<file path="config.mk">
export PLATFORM = sky130hd
export DESIGN_NAME = i2cm_engine
export DESIGN_NICKNAME = d
export VERILOG_FILES = /design/src/rtl/i2cm_pkg.sv /design/src/rtl/i2cm_qtimer.sv /design/src/rtl/i2cm_seq.sv /design/src/rtl/i2cm_engine.sv
export SDC_FILE = /design/constraint.sdc
export NUM_CORES = 1
export LEC_CHECK = 0
export ABC_CLOCK_PERIOD_IN_PS = 4150
export BUFFER_PORTS_ARGS = -buffer_cell sky130_fd_sc_hd__buf_4
export CORE_AREA = 4 4 97 99
export CTS_BUF_LIST = sky130_fd_sc_hd__clkbuf_8
export DETAILED_ROUTE_END_ITERATION = 16
export DIE_AREA = 0 0 101 103
export PLACE_DENSITY = 0.68
export SLEW_MARGIN = 0
export SYNTH_ARGS = -nofsm -noshare
export SYNTH_HDL_FRONTEND = slang
export SYNTH_SLANG_ARGS = --single-unit
export TNS_END_PERCENT = 5
</file>
<file path="constraint.sdc">
create_clock -name clk -period 4.15 [get_ports clk]
set_input_delay 1.245 -clock clk [delete_from_list [all_inputs] [get_ports clk]]
set_output_delay 1.245 -clock clk [all_outputs]
set_load 0.02 [all_outputs]
</file>
<file path="src/rtl/i2cm_pkg.sv">
package i2cm_pkg;
  typedef enum logic [2:0] {
    OP_NONE  = 3'd0,
    OP_START = 3'd1,
    OP_STOP  = 3'd2,
    OP_WRITE = 3'd3,
    OP_READ  = 3'd4
  } op_e;

  localparam logic [7:0] SC_IDLE    = 8'hF8;
  localparam logic [7:0] SC_START   = 8'h10;
  localparam logic [7:0] SC_RSTART  = 8'h18;
  localparam logic [7:0] SC_AW_ACK  = 8'h20;
  localparam logic [7:0] SC_AW_NACK = 8'h28;
  localparam logic [7:0] SC_DW_ACK  = 8'h30;
  localparam logic [7:0] SC_DW_NACK = 8'h38;
  localparam logic [7:0] SC_AR_ACK  = 8'h40;
  localparam logic [7:0] SC_AR_NACK = 8'h48;
  localparam logic [7:0] SC_RD_ACK  = 8'h50;
  localparam logic [7:0] SC_RD_NACK = 8'h58;
endpackage

</file>
<file path="src/rtl/i2cm_qtimer.sv">
module i2cm_qtimer #(
  parameter int DIV_W = 8
) (
  input  logic             clk,
  input  logic             rst_n,
  input  logic             run,
  input  logic [DIV_W-1:0] div,
  input  logic [1:0]       psel,
  input  logic             scl_in,
  output logic [1:0]       phase,
  output logic             qtick
);
  localparam int HW = DIV_W + 8;

  logic [HW-1:0] half, len_lo, len_hi, cnt_q, cnt_d;
  logic [1:0]    ph_q, ph_d;
  logic          hold;

  always_comb begin
    half   = HW'(8) + (HW'(div) << {psel, 1'b0});
    len_hi = half >> 1;
    len_lo = half - len_hi;
    hold   = ph_q[1] & ~scl_in;
    qtick  = run & ~hold & (cnt_q == HW'(1));
    ph_d   = ph_q;
    cnt_d  = cnt_q;
    if (!run) begin
      ph_d  = 2'd0;
      cnt_d = len_lo;
    end else if (!hold) begin
      if (cnt_q == HW'(1)) begin
        ph_d  = ph_q + 2'd1;
        cnt_d = ph_d[0] ? len_hi : len_lo;
      end else begin
        cnt_d = cnt_q - HW'(1);
      end
    end
  end

  always_ff @(posedge clk or negedge rst_n) begin
    if (!rst_n) begin
      ph_q  <= 2'd0;
      cnt_q <= HW'(8);
    end else begin
      ph_q  <= ph_d;
      cnt_q <= cnt_d;
    end
  end

  assign phase = ph_q;

  assert_cnt_nonzero_R1: assert property (@(posedge clk) disable iff (!rst_n)
    run |-> (cnt_q != '0));
  assert_phase_advance_R1: assert property (@(posedge clk) disable iff (!rst_n)
    qtick |=> (ph_q == 2'($past(ph_q) + 2'd1)));
  assert_stretch_hold_R12: assert property (@(posedge clk) disable iff (!rst_n)
    (run && ph_q[1] && !scl_in) |=> $stable(ph_q));
endmodule

</file>
<file path="src/rtl/i2cm_seq.sv">
module i2cm_seq
  import i2cm_pkg::*;
(
  input  logic       clk,
  input  logic       rst_n,
  input  logic       cmd_valid,
  input  logic [2:0] cmd_op,
  input  logic [7:0] cmd_wdata,
  input  logic       cmd_ack_en,
  input  logic       sda_in,
  input  logic [1:0] phase,
  input  logic       qtick,
  output logic       busy,
  output logic       done,
  output logic [7:0] status,
  output logic [7:0] rdata,
  output logic       scl_oe,
  output logic       sda_oe
);
  op_e        op_q, op_d;
  logic [7:0] sh_q, sh_d, stat_q, stat_d;
  logic [3:0] slot_q, slot_d;
  logic       busy_q, busy_d, done_q, done_d, sda_q, sda_d;
  logic       held_q, held_d, addr_q, addr_d, dir_q, dir_d;
  logic       acken_q, acken_d, nack_q, nack_d;
  logic       accept, stop_free, launch, byte_op, last_slot, upd;

  always_comb begin
    accept    = cmd_valid & ~busy_q;
    stop_free = (cmd_op == 3'd2) & ~held_q;
    launch    = accept & ~stop_free & (cmd_op >= 3'd1) & (cmd_op <= 3'd4);
    byte_op   = (op_q == OP_WRITE) || (op_q == OP_READ);
    last_slot = (slot_q == 4'd8);
    upd       = launch | (accept & stop_free) | (busy_q & qtick);

    busy_d = busy_q;  done_d = done_q;  op_d = op_q;    sh_d = sh_q;
    slot_d = slot_q;  sda_d = sda_q;    held_d = held_q; addr_d = addr_q;
    dir_d = dir_q;    acken_d = acken_q; nack_d = nack_q; stat_d = stat_q;

    if (accept && stop_free) begin
      stat_d = SC_IDLE;
    end else if (launch) begin
      busy_d  = 1'b1;
      done_d  = 1'b0;
      op_d    = op_e'(cmd_op);
      sh_d    = cmd_wdata;
      slot_d  = 4'd0;
      acken_d = cmd_ack_en;
      dir_d   = cmd_wdata[0];
      if (cmd_op == 3'd1) sda_d = 1'b0;
    end else if (busy_q && qtick) begin
      unique case (phase)
        2'd0: begin
          if (op_q == OP_STOP)       sda_d = 1'b1;
          else if (op_q == OP_WRITE) sda_d = last_slot ? 1'b0 : ~sh_q[7];
          else if (op_q == OP_READ)  sda_d = last_slot ? acken_q : 1'b0;
        end
        2'd1: ;
        2'd2: begin
          if (op_q == OP_START)     sda_d = 1'b1;
          else if (op_q == OP_STOP) sda_d = 1'b0;
          else if (byte_op) begin
            if (last_slot) nack_d = sda_in;
            else           sh_d   = {sh_q[6:0], sda_in};
          end
        end
        2'd3: begin
          if (byte_op && !last_slot) begin
            slot_d = slot_q + 4'd1;
          end else begin
            busy_d = 1'b0;
            done_d = 1'b1;
            unique case (op_q)
              OP_START: begin
                stat_d = held_q ? SC_RSTART : SC_START;
                held_d = 1'b1;
                addr_d = 1'b1;
              end
              OP_STOP: begin
                stat_d = SC_IDLE;
                held_d = 1'b0;
                addr_d = 1'b0;
              end
              OP_WRITE: begin
                if (addr_q) stat_d = dir_q ? (nack_q ? SC_AR_NACK : SC_AR_ACK)
                                           : (nack_q ? SC_AW_NACK : SC_AW_ACK);
                else        stat_d = nack_q ? SC_DW_NACK : SC_DW_ACK;
                addr_d = 1'b0;
              end
              OP_READ: stat_d = acken_q ? SC_RD_ACK : SC_RD_NACK;
              default: ;
            endcase
          end
        end
        default: ;
      endcase
    end
  end

  always_ff @(posedge clk or negedge rst_n) begin
    if (!rst_n) begin
      busy_q <= 1'b0;  done_q <= 1'b1;  op_q <= OP_NONE;  sh_q <= 8'h00;
      slot_q <= 4'd0;  sda_q <= 1'b0;   held_q <= 1'b0;   addr_q <= 1'b0;
      dir_q <= 1'b0;   acken_q <= 1'b0; nack_q <= 1'b0;   stat_q <= SC_IDLE;
    end else if (upd) begin
      busy_q <= busy_d;  done_q <= done_d;   op_q <= op_d;     sh_q <= sh_d;
      slot_q <= slot_d;  sda_q <= sda_d;     held_q <= held_d; addr_q <= addr_d;
      dir_q <= dir_d;    acken_q <= acken_d; nack_q <= nack_d; stat_q <= stat_d;
    end
  end

  always_comb begin
    if (!busy_q)               scl_oe = held_q;
    else if (op_q == OP_START) scl_oe = held_q & (phase == 2'd0);
    else                       scl_oe = ~phase[1];
  end

  assign sda_oe = sda_q;
  assign busy   = busy_q;
  assign done   = done_q;
  assign status = stat_q;
  assign rdata  = sh_q;

  assert_status_low_zero_R8: assert property (@(posedge clk) disable iff (!rst_n)
    status[2:0] == 3'b000);
  assert_done_busy_excl_R2: assert property (@(posedge clk) disable iff (!rst_n)
    !(busy_q && done_q));
  assert_issue_R2: assert property (@(posedge clk) disable iff (!rst_n)
    (cmd_valid && !busy_q && ((cmd_op == 3'd1) || (cmd_op == 3'd3) || (cmd_op == 3'd4)))
      |=> (busy_q && !done_q));
  assert_ignore_busy_R11: assert property (@(posedge clk) disable iff (!rst_n)
    (busy_q && cmd_valid) |=> $stable(op_q));
  assert_sda_steady_high_R5: assert property (@(posedge clk) disable iff (!rst_n)
    (busy_q && $past(busy_q) && byte_op && phase[1] && $past(phase[1])) |-> $stable(sda_q));
  assert_stop_release_R4: assert property (@(posedge clk) disable iff (!rst_n)
    ($fell(busy_q) && (op_q == OP_STOP)) |-> (!scl_oe && !sda_oe));
endmodule

</file>
<file path="src/rtl/i2cm_engine.sv">
module i2cm_engine #(
  parameter int DIV_W = 8
) (
  input  logic             clk,
  input  logic             rst_n,
  input  logic             cmd_valid,
  input  logic [2:0]       cmd_op,
  input  logic [7:0]       cmd_wdata,
  input  logic             cmd_ack_en,
  input  logic [DIV_W-1:0] div,
  input  logic [1:0]       psel,
  output logic             busy,
  output logic             done,
  output logic [7:0]       status,
  output logic [7:0]       rdata,
  output logic             scl_oe,
  output logic             sda_oe,
  input  logic             scl_in,
  input  logic             sda_in
);
  logic [1:0] rst_sync;
  logic       rst_ni;
  logic [1:0] phase;
  logic       qtick;

  always_ff @(posedge clk or negedge rst_n) begin
    if (!rst_n) rst_sync <= 2'b00;
    else        rst_sync <= {rst_sync[0], 1'b1};
  end
  assign rst_ni = rst_sync[1];

  i2cm_qtimer #(.DIV_W(DIV_W)) u_qtimer (
    .clk    (clk),
    .rst_n  (rst_ni),
    .run    (busy),
    .div    (div),
    .psel   (psel),
    .scl_in (scl_in),
    .phase  (phase),
    .qtick  (qtick)
  );

  i2cm_seq u_seq (
    .clk        (clk),
    .rst_n      (rst_ni),
    .cmd_valid  (cmd_valid),
    .cmd_op     (cmd_op),
    .cmd_wdata  (cmd_wdata),
    .cmd_ack_en (cmd_ack_en),
    .sda_in     (sda_in),
    .phase      (phase),
    .qtick      (qtick),
    .busy       (busy),
    .done       (done),
    .status     (status),
    .rdata      (rdata),
    .scl_oe     (scl_oe),
    .sda_oe     (sda_oe)
  );
endmodule

</file>
==> results of run 1 <==
==> through the flow <==
stage | area [sq um] | std cells | worst slack [ns] | hold slack [ns]
finish | 5134 | 690 | 0.1151 | 0.3832
global route | 5134 | 690 | 0.002693 | 0.3904
CTS | 5104 | 688 | 0.2060 | 0.3922
detailed placement | 4996 | 680 | -0.1079 | 0.3580
global placement | 4996 | 680 | -0.05209 | 0.3367
floorplan | 4289 | 505 | 0.005258 | 0.3312
==> worst paths after layout <==
| kind | from | endpoint | cells after the start |
|---|---|---|---|
| max reg2reg | u_qtimer.cnt_q[10] | u_qtimer.cnt_q[14] | 6 |
| min reg2reg | rst_sync[0] | rst_sync[1] | 0 |
| max | psel[0] | u_qtimer.cnt_q[11] | 15 |
| min in group asynchronous | rst_sync[1] | u_seq.rdata[2] | 0 |
| max in group asynchronous | rst_sync[1] | u_seq.addr_q | 0 |
| min | rst_sync[0] | rst_sync[1] | 0 |
==> sequential cells by signal, indices dropped and copies added (netlist names), 2 cells and up <==
| signal | cells |
|---|---|
| u_qtimer.cnt_q | 16 |
| u_seq.rdata | 8 |
| u_seq.status | 5 |
| u_seq.slot_q | 4 |
| u_seq.op_q | 3 |
| rst_sync | 2 |
| u_qtimer.phase | 2 |
==> cells in the final DEF (no fill, tap or decap), drive strengths merged, types with 7 or more instances in the layout <==
| cell | instances |
|---|---|
| a211oi | 9 |
| a21oi | 47 |
| a31oi | 9 |
| buf | 95 |
| dfrtp | 41 |
| dfstp | 7 |
| ha | 20 |
| inv | 29 |
| mux2 | 11 |
| mux2i | 21 |
| nand2 | 41 |
| nand3 | 19 |
| nor2 | 49 |
| nor3 | 18 |
| o21ai | 24 |
| o22ai | 7 |
| xnor2 | 18 |
| xor2 | 7 |
==> what timing repair did <==
item / in CTS / in global routing
resized for setup: 0 / 3
endpoints found under the setup margin: 0 / 1
buffers inserted: 0 / 2
==> cell families after synthesis <==
group | count (synthesis) | share of synthesized area, %
AO/OA/AOI/OAI | 141 | 22.79
XOR/XNOR | 25 | 5.599
adder cells (fa/ha/maj) | 22 | 6.707
buffers and inverters | 54 | 5.479
flip-flops | 48 | 28.95
multiplexers | 32 | 8.383
other | 2 | 0.1797
AND/OR/NAND/NOR | 178 | 21.92
==> cell type report <==
class,count,share of cell area (%)
well taps,108,2.632
multi-input cells,403,55.74
flip-flops and latches,48,23.59
inverters,28,2.047
clock buffers,5,1.340
clock inverters,3,0.7555
repair buffers,95,13.89
==> per-layer routing <==
metal / GRT usage, % / up-vias / part of all wire (%)
met4: 8.384 / 0 / 3.1
met3: 1.894 / 25 / 4.6
li1: - / 1989 / -
met1: 24.16 / 1854 / 42
met2: 37.42 / 118 / 50
met5: 0 / - / 0
==> report_power, final <==
part / internal [mW] / leakage (nW) / switching [mW] / total, mW
logic: 0.393 / 1.59 / 0.457 / 0.850
clock network: 0.177 / 0.0593 / 0.154 / 0.331
registers: 0.555 / 0.600 / 0.107 / 0.663
total: 1.13 / 2.25 / 0.718 / 1.84
==> run metrics, run 1 <==
utilization after layout 60.04%; post-layout min period 4.035 ns; cell breakdown of the critical path buf_4, mux2i_2, or2_2, buf_4, ha_1, ha_4, a21o_1, a31oi_4, nor3_1, a2111o_1, buf_4, a41oi_2, xnor2_1, mux2i_1, nand3_1; setup tns final 0 ns; number of port buffers 43; antenna violations before repair 0; number of search-and-repair iterations in the first detailed-routing pass 4; critical path class input pin to flop; Die Wd 101 um; fillers 784; final estimated routing congestion in global placement 0.8439; Max VDD drop 0.1531 mV; GR Util All Layers 20.30%; register area 0.001211 sq mm; biggest area contributors in the synthesized netlist sky130_fd_sc_hd__dfrtp_1 25%, sky130_fd_sc_hd__ha_1 6.0%, sky130_fd_sc_hd__a21oi_1 5.6%; placeable core region 0.008551 sq mm; Final Setup Violations 0; overall overflow remaining after global route 0; number of global-route vias before repair 3,856; largest stage delay on the critical path 0.44 ns; power density over cell area 359.1 mW/mm^2; routed wire length per instance 15.26 um; Total Nets Final 629; vias after detailed routing 3,986; post-synthesis cell type with the largest combined area sky130_fd_sc_hd__dfrtp_1; number of storage elements in the synthesis netlist 48; Slowest cell on crit path sky130_fd_sc_hd__a2111o_1; antenna cells 0; clock latency on the worst-skew pair 0.30 ns; sum of internal, switching and leakage power 1.844 mW; DRT antenna net count 0; growth of design area from synthesis to finish 22.84%; sum of routed wire length over all layers 10,530 um; actual slew at the worst max-slew pin 1.066 ns; fraction of the yosys area taken by sequential cells 28.95%; Max Fanout on Critical Path 7; fraction of synthesis flops using an asynchronous set or reset pin 100.0%; worst path buffer plus inverter count 3; share of post-route cells with drive strength above 1 26.63%; RSZ-0062 raised after global routing no; result of the run finished clean; Synth warnings 0; slew margin rel. 28.61%; Post-Synthesis Cells 502; clock slew at reported path FFs 0.09 ns; global-route wire length before repair 17,370 um; kind of launch point of the worst setup path input pin; leading cell type by number of instances after synthesis sky130_fd_sc_hd__nor2_1; vias per cell 5.777; average instance area after synthesis 8.325 sq um; number of maximum-capacitance violations 0; setup skew after layout 0.006680 ns; placement row count 34; multi-input logic area 0.002861 sq mm; pin count of the biggest net entering global routing 47; clock sink count 48; area of the die 0.01040 sq mm; crit share post-route 97.23%; number of synthesized flops with an enable pin 0; Achievable Freq 247.8 MHz; # hold bufs at CTS 0; cell type group with the largest total delay on the critical path compound AO/OA/AOI/OAI gates; root buffer cell sky130_fd_sc_hd__clkbuf_8; share of Yosys cell area claimed by the top area cell type 24.55%; type of element capturing the critical path flop; Fin. Hold Viols 0; boundary pin count 47; cts bufs inserted 5; leakage dissipation 2.254 nW; fin. max-slew vios 0; Reg2Reg Setup Slack 0.89 ns; count of different cell masters after synthesis 78; die height 103 um; synth cell count leaders 49 x sky130_fd_sc_hd__nor2_1, 47 x sky130_fd_sc_hd__a21oi_1, 41 x sky130_fd_sc_hd__dfrtp_1, 41 x sky130_fd_sc_hd__nand2_1, 26 x sky130_fd_sc_hd__inv_1; Post-route DRC 0; count of routing violations after the opening detailed-route iteration 211; Critical Path RT 4.34 ns; most used flip-flop cell after synthesis sky130_fd_sc_hd__dfrtp_1; TritonCTS clock tree built; classification of the worst-slack hold path flop to flop; estimated wirelength of the detail-placed design 8204 um; cell with the most instances on the worst path sky130_fd_sc_hd__buf_4; H-tree levels 2; data arrival time of the worst path 4.22 ns; starting density of the core 48.87%; Cell Area, Synth 0.004179 sq mm; maximum buffer depth of the clock tree 2
(Power assumes the default switching activity.)
==> inputs of run 2 (changes only) <==
Settings changed: CORE_AREA 4 4 97 99 to 2 2 95 97, DIE_AREA 0 0 101 103 to 0 0 97 99.
==> run metrics, run 2 (synthesized netlist as in run 1, its figures left out) <==
result of the run finished clean; Achievable Freq 254.8 MHz (+2.8%); crit share post-route 94.57% (-2.7 points); power density over cell area 362.2 mW/mm^2 (+0.85%); Biggest register u_qtimer.cnt_q; global-route wire length before repair 17,910 um (+3.1%); post-layout min period 3.924 ns (-0.1104 ns); number of search-and-repair iterations in the first detailed-routing pass 4 (unchanged); growth of design area from synthesis to finish 23.38%; setup skew after layout 0.006178 ns (-0.0005011 ns); antenna cells 0 (unchanged); cell with the most instances on the worst path sky130_fd_sc_hd__ha_4; area of the die 0.009603 sq mm (-7.7%); most common cell after layout, fill and taps aside sky130_fd_sc_hd__buf_4; sum of routed wire length over all layers 10,340 um (-1.8%); GRT met1 Usage 25.96% (+1.8 points); r2r endpoint u_qtimer.cnt_q[14]; type of element capturing the critical path flop; kind of launch point of the worst setup path input pin; cell breakdown of the critical path buf_4, mux2i_2, or2_2, inv_2, ha_4, nand2b_1, o22ai_2, nand4b_4, o221ai_2, nor2b_4, inv_1, ha_4, a21o_1, a41oi_2, xnor2_2, mux2i_1, nand3_1; count of routing violations after the opening detailed-route iteration 146 (-31%); GR Util All Layers 22.18% (+1.9 points); H-tree levels 2 (unchanged); vias per cell 5.762 (-0.26%); cts bufs inserted 5 (unchanged); Slowest cell on crit path sky130_fd_sc_hd__or2_2; root buffer cell sky130_fd_sc_hd__clkbuf_8; overall overflow remaining after global route 0 (unchanged); routed wire length per instance 14.92 um (-2.2%); starting density of the core 48.87% (unchanged); number of flip-flops under the largest register name 16 (unchanged); critical path launch point psel[0]; largest stage delay on the critical path 0.29 ns (-0.15 ns); layer with the highest usage after global routing met2; share of post-route cells with drive strength above 1 27.01% (+0.38 points); fin. max-slew vios 0 (unchanged); placeable core region 0.008551 sq mm (unchanged); vias after detailed routing 3,993 (+0.18%); clock sink count 48 (unchanged); clock latency on the worst-skew pair 0.31 ns (about the same); slew margin rel. 31.81% (+3.2 points); # hold bufs at CTS 0 (unchanged); Worst R2R Start u_qtimer.cnt_q[10]; Post-route DRC 0 (unchanged); total number of cells along the worst setup path 17 (+2); number of maximum-capacitance violations 0 (unchanged); worst path buffer plus inverter count 3 (unchanged); data arrival time of the worst path 4.11 ns (-0.11 ns); placement row count 34 (unchanged); number of port buffers 43 (unchanged); critical path class input pin to flop; classification of the worst-slack hold path flop to flop; number of cells on the worst reg-to-reg path 6 (unchanged); grt met2 use 41.56% (+4.1 points); sum of internal, switching and leakage power 1.867 mW (+1.3%); pin count of the biggest net entering global routing 47 (unchanged); estimated wirelength of the detail-placed design 8067 um (-1.7%); boundary pin count 47 (unchanged); maximum buffer depth of the clock tree 2 (unchanged); commonest non-fill, non-tap cells in the layout 98 x sky130_fd_sc_hd__buf_4, 49 x sky130_fd_sc_hd__nor2_1, 47 x sky130_fd_sc_hd__a21oi_1; Final Setup Violations 0 (unchanged); antenna violations before repair 0 (unchanged); Fin. Hold Viols 0 (unchanged); Max VDD drop 0.2255 mV (+47%); Critical Path End u_qtimer.cnt_q[11]; RSZ-0062 raised after global routing yes; die height 99 um (-3.9%); global-route met3 utilization 2.837% (+0.94 points); cell type group with the largest total delay on the critical path compound AO/OA/AOI/OAI gates; Total Nets Final 632 (+0.48%); DRT antenna net count 0 (unchanged); Reg2Reg Setup Slack 1.06 ns (+0.17 ns); Min Hold Slack 0.3552 ns (-0.02799 ns); actual slew at the worst max-slew pin 1.018 ns (-0.04776 ns); number of global-route vias before repair 3,956 (+2.6%); leakage dissipation 2.272 nW (+0.80%); Max Fanout on Critical Path 5 (-2); TritonCTS clock tree built; clock slew at reported path FFs 0.09 ns (about the same); final estimated routing congestion in global placement 0.8638 (+2.4%); Critical Path RT 4.34 ns (about the same); Die Wd 97 um (-4.0%)
-- run 2: power by group --
group / switching, mW / total (mW) / internal (mW) / leakage (nW)
registers: 0.107 / 0.662 / 0.555 / 0.600
logic: 0.453 / 0.853 / 0.399 / 1.62
clock network: 0.171 / 0.352 / 0.182 / 0.0548
total: 0.731 / 1.87 / 1.14 / 2.27
-- run 2: how the worst min path moves through the flow --
| stage | start | cells past startpoint | endpoint | slack (ns) |
|---|---|---|---|---|
| 6_report | rst_sync[0] | 0 | rst_sync[1] | 0.36 |
| 5_1_grt | rst_sync[0] | 0 | rst_sync[1] | 0.37 |
| 4_1_cts | rst_sync[0] | 0 | rst_sync[1] | 0.36 |
| 3_5_place_dp | rst_sync[0] | 0 | rst_sync[1] | 0.34 |
| 3_3_place_gp | rst_sync[0] | 0 | rst_sync[1] | 0.33 |
| 2_1_floorplan | rst_sync[0] | 0 | rst_sync[1] | 0.33 |
-- run 2: metal layers --
| metal | vias to the layer above | share of wire, % |
|---|---|---|
| li1 | 1994 | - |
| met1 | 1895 | 43 |
| met3 | 14 | 3.4 |
| met5 | - | 0 |
| met2 | 90 | 52 |
| met4 | 0 | 1.4 |
-- run 2: final cells by class --
cell class | count | area (sq um)
Multi-Input combinational cell | 403 | 2854
Clock inverter | 3 | 46.29
Timing Repair Buffer | 98 | 735.7
Sequential cell | 48 | 1211
Tap cell | 108 | 135.1
Inverter | 28 | 105.1
Fill cell | 769 | 3395
Clock buffer | 5 | 68.82
-- run 2: through the flow --
stage | instance area [sq um] | utilization, % | std cells | setup slack [ns] | setup TNS, ns
4_1_cts | 5141 | 60.13 | 692 | 0.1779 | 0
2_1_floorplan | 4289 | - | 505 | 0.005258 | 0
3_5_place_dp | 5026 | 58.78 | 684 | -0.1431 | -0.4223
5_1_grt | 5156 | 60.30 | 693 | -0.0004237 | -0.0004237
3_3_place_gp | 5026 | 58.78 | 684 | -0.01709 | -0.03888
6_report | 5156 | 60.30 | 693 | 0.2255 | 0
-- run 2: timing repair --
action / in CTS / in global routing
resized for setup: 0 / 1
buffers inserted: 0 / 1
endpoints found under the setup margin: 0 / 2
==> inputs of run 3 (changes only) <==
Settings changed: CTS_CLUSTER_DIAMETER set to 50, GPL_TIMING_DRIVEN set to 0, REMOVE_ABC_BUFFERS set to 1.
==> run metrics, run 3 (synthesized netlist as in run 1, its figures left out) <==
Slowest cell on crit path sky130_fd_sc_hd__a2111o_1; share of post-route cells with drive strength above 1 23.49% (-3.5 points); Max VDD drop 0.1372 mV (-39%); clock sink count 48 (unchanged); placeable core region 0.008551 sq mm (unchanged); fin. max-slew vios 0 (unchanged); maximum buffer depth of the clock tree 2 (unchanged); Reg2Reg Setup Slack 0.62 ns (-0.44 ns); Max Fanout on Critical Path 21 (+16); grt met2 use 38.51% (-3.0 points); Achievable Freq 248.7 MHz (-2.4%); kind of launch point of the worst setup path input pin; placed inst area 0.004548 sq mm (-9.5%); antenna cells 0 (unchanged); Post-route DRC 0 (unchanged); Critical Path RT 4.34 ns (about the same); slew margin rel. 32.12% (+0.31 points); Fin. Hold Viols 0 (unchanged); Post-Layout Cell Count 653 (-5.8%); post-layout min period 4.022 ns (+0.09713 ns); utilization after layout 58.38% (-1.9 points); cell breakdown of the critical path buf_12, mux2i_4, a2bb2oi_4, inv_2, ha_4, xnor2_4, ha_4, a21o_1, a31oi_4, a211oi_2, a2111o_1, a31oi_1, nor4b_2, buf_4, o41ai_1; routed wire length per instance 15.89 um (+6.5%); sum of routed wire length over all layers 10,380 um (+0.36%); vias after detailed routing 3,884 (-2.7%); Die Wd 97 um (unchanged); root buffer cell sky130_fd_sc_hd__clkbuf_8; largest stage delay on the critical path 0.49 ns (+0.20 ns); GRT met1 Usage 25.61% (-0.35 points); Post-Place Worst Slack -0.9226 ns (-0.7794 ns); data arrival time of the worst path 4.21 ns (+0.10 ns); most common cell after layout, fill and taps aside sky130_fd_sc_hd__buf_4; DRT antenna net count 0 (unchanged); cts bufs inserted 5 (unchanged); global-route wire length before repair 17,310 um (-3.4%); Final Setup Violations 0 (unchanged); sum of internal, switching and leakage power 1.763 mW (-5.6%); number of maximum-capacitance violations 0 (unchanged); number of flip-flops under the largest register name 16 (unchanged); Min Hold Slack 0.2321 ns (-0.1232 ns); critical path launch point psel[0]; vias per cell 5.948 (+3.2%); # hold bufs at CTS 0 (unchanged); clock slew at reported path FFs 0.09 ns (about the same); starting density of the core 48.87% (unchanged); Total Nets Final 592 (-6.3%); Biggest register u_qtimer.cnt_q; global-route met3 utilization 2.624% (-0.21 points); antenna violations before repair 0 (unchanged); number of search-and-repair iterations in the first detailed-routing pass 4 (unchanged); count of routing violations after the opening detailed-route iteration 323 (+120%); number of global-route vias before repair 3,798 (-4.0%); commonest non-fill, non-tap cells in the layout 55 x sky130_fd_sc_hd__buf_4, 48 x sky130_fd_sc_hd__nor2_1, 47 x sky130_fd_sc_hd__a21oi_1; final standard cell area without fillers 0.004992 sq mm (-3.2%); setup skew after layout 0.006659 ns (+0.0004806 ns); final worst slack 0.1284 ns (-0.09713 ns); cell with the most instances on the worst path sky130_fd_sc_hd__ha_4; leakage dissipation 2.129 nW (-6.3%); placed cell count 631 (-7.7%); type of element capturing the critical path flop; boundary pin count 47 (unchanged); growth of design area from synthesis to finish 19.46%; overall overflow remaining after global route 0 (unchanged); crit share post-route 96.91% (+2.3 points); area of the die 0.009603 sq mm (unchanged); layer with the highest usage after global routing met2; die height 99 um (unchanged); TritonCTS clock tree built; Worst R2R Start u_qtimer.cnt_q[10]; number of port buffers 43 (unchanged); final estimated routing congestion in global placement 0.8802 (+1.9%); clock latency on the worst-skew pair 0.30 ns (about the same); pin count of the biggest net entering global routing 28 (-40%); actual slew at the worst max-slew pin 1.012 ns (-0.005984 ns); classification of the worst-slack hold path flop to asynchronous set/reset pin; setup tns final 0 ns (unchanged); H-tree levels 2 (unchanged); critical path class input pin to flop; result of the run finished clean; estimated wirelength of the detail-placed design 7471 um (-7.4%); GR Util All Layers 21.34% (-0.84 points); power density over cell area 353.2 mW/mm^2 (-2.5%); placement row count 34 (unchanged)
## run 3: cell count changes in the layout (fill, tap and decap cells not counted), sizes merged
cell,previous run,this run
inv,29,30
clkinvlp,1,0
clkbuf,5,6
bufinv,1,0
buf,98,58
## run 3: power by group
group | switching [mW] | total (mW) | internal, mW
sequential | 0.131 | 0.687 | 0.555
clock | 0.154 | 0.286 | 0.131
combinational | 0.434 | 0.791 | 0.357
## run 3: final timing paths
kind | end | cells past startpoint
worst min register to register | u_seq.slot_q[3] | 0
worst min-delay path | u_seq.slot_q[3] | 0
worst max register to register | u_seq.rdata[7] | 7
max in group asynchronous | u_seq.status[4] | 1
worst max-delay path | u_qtimer.cnt_q[15] | 15
min in group clk | rst_sync[1] | 0
## run 3: metal layers
metal,wire length (um),vias to the layer above
met3,439,22
met2,5168,112
met4,281,0
met5,0,-
met1,4486,1835
li1,-,1915
## run 3: area by class of cell
cell class	instances	area, sq um
Clock buffer	6	82.58
Clock inverter	2	7.507
Fill cell	790	3558
Inverter	28	107.6
Multi-Input combinational cell	403	2984
Sequential cell	48	1211
Tap cell	108	135.1
Timing Repair Buffer	58	464.2
## run 3: critical path: cells and delay by family
family | cells | cell delay, ns
AO/OA/AOI/OAI | 7 | 1.60
XOR/XNOR | 1 | 0.18
adder cells (fa/ha/maj) | 2 | 0.42
buffers and inverters | 3 | 0.37
multiplexers | 1 | 0.29
AND/OR/NAND/NOR | 1 | 0.09
## run 3: what timing repair did
| action | in CTS | in global routing |
|---|---|---|
| endpoints found under the setup margin | 7 | 6 |
| pin swaps | 4 | 10 |
| resized for setup | 24 | 18 |
| buffers inserted | 5 | 9 |
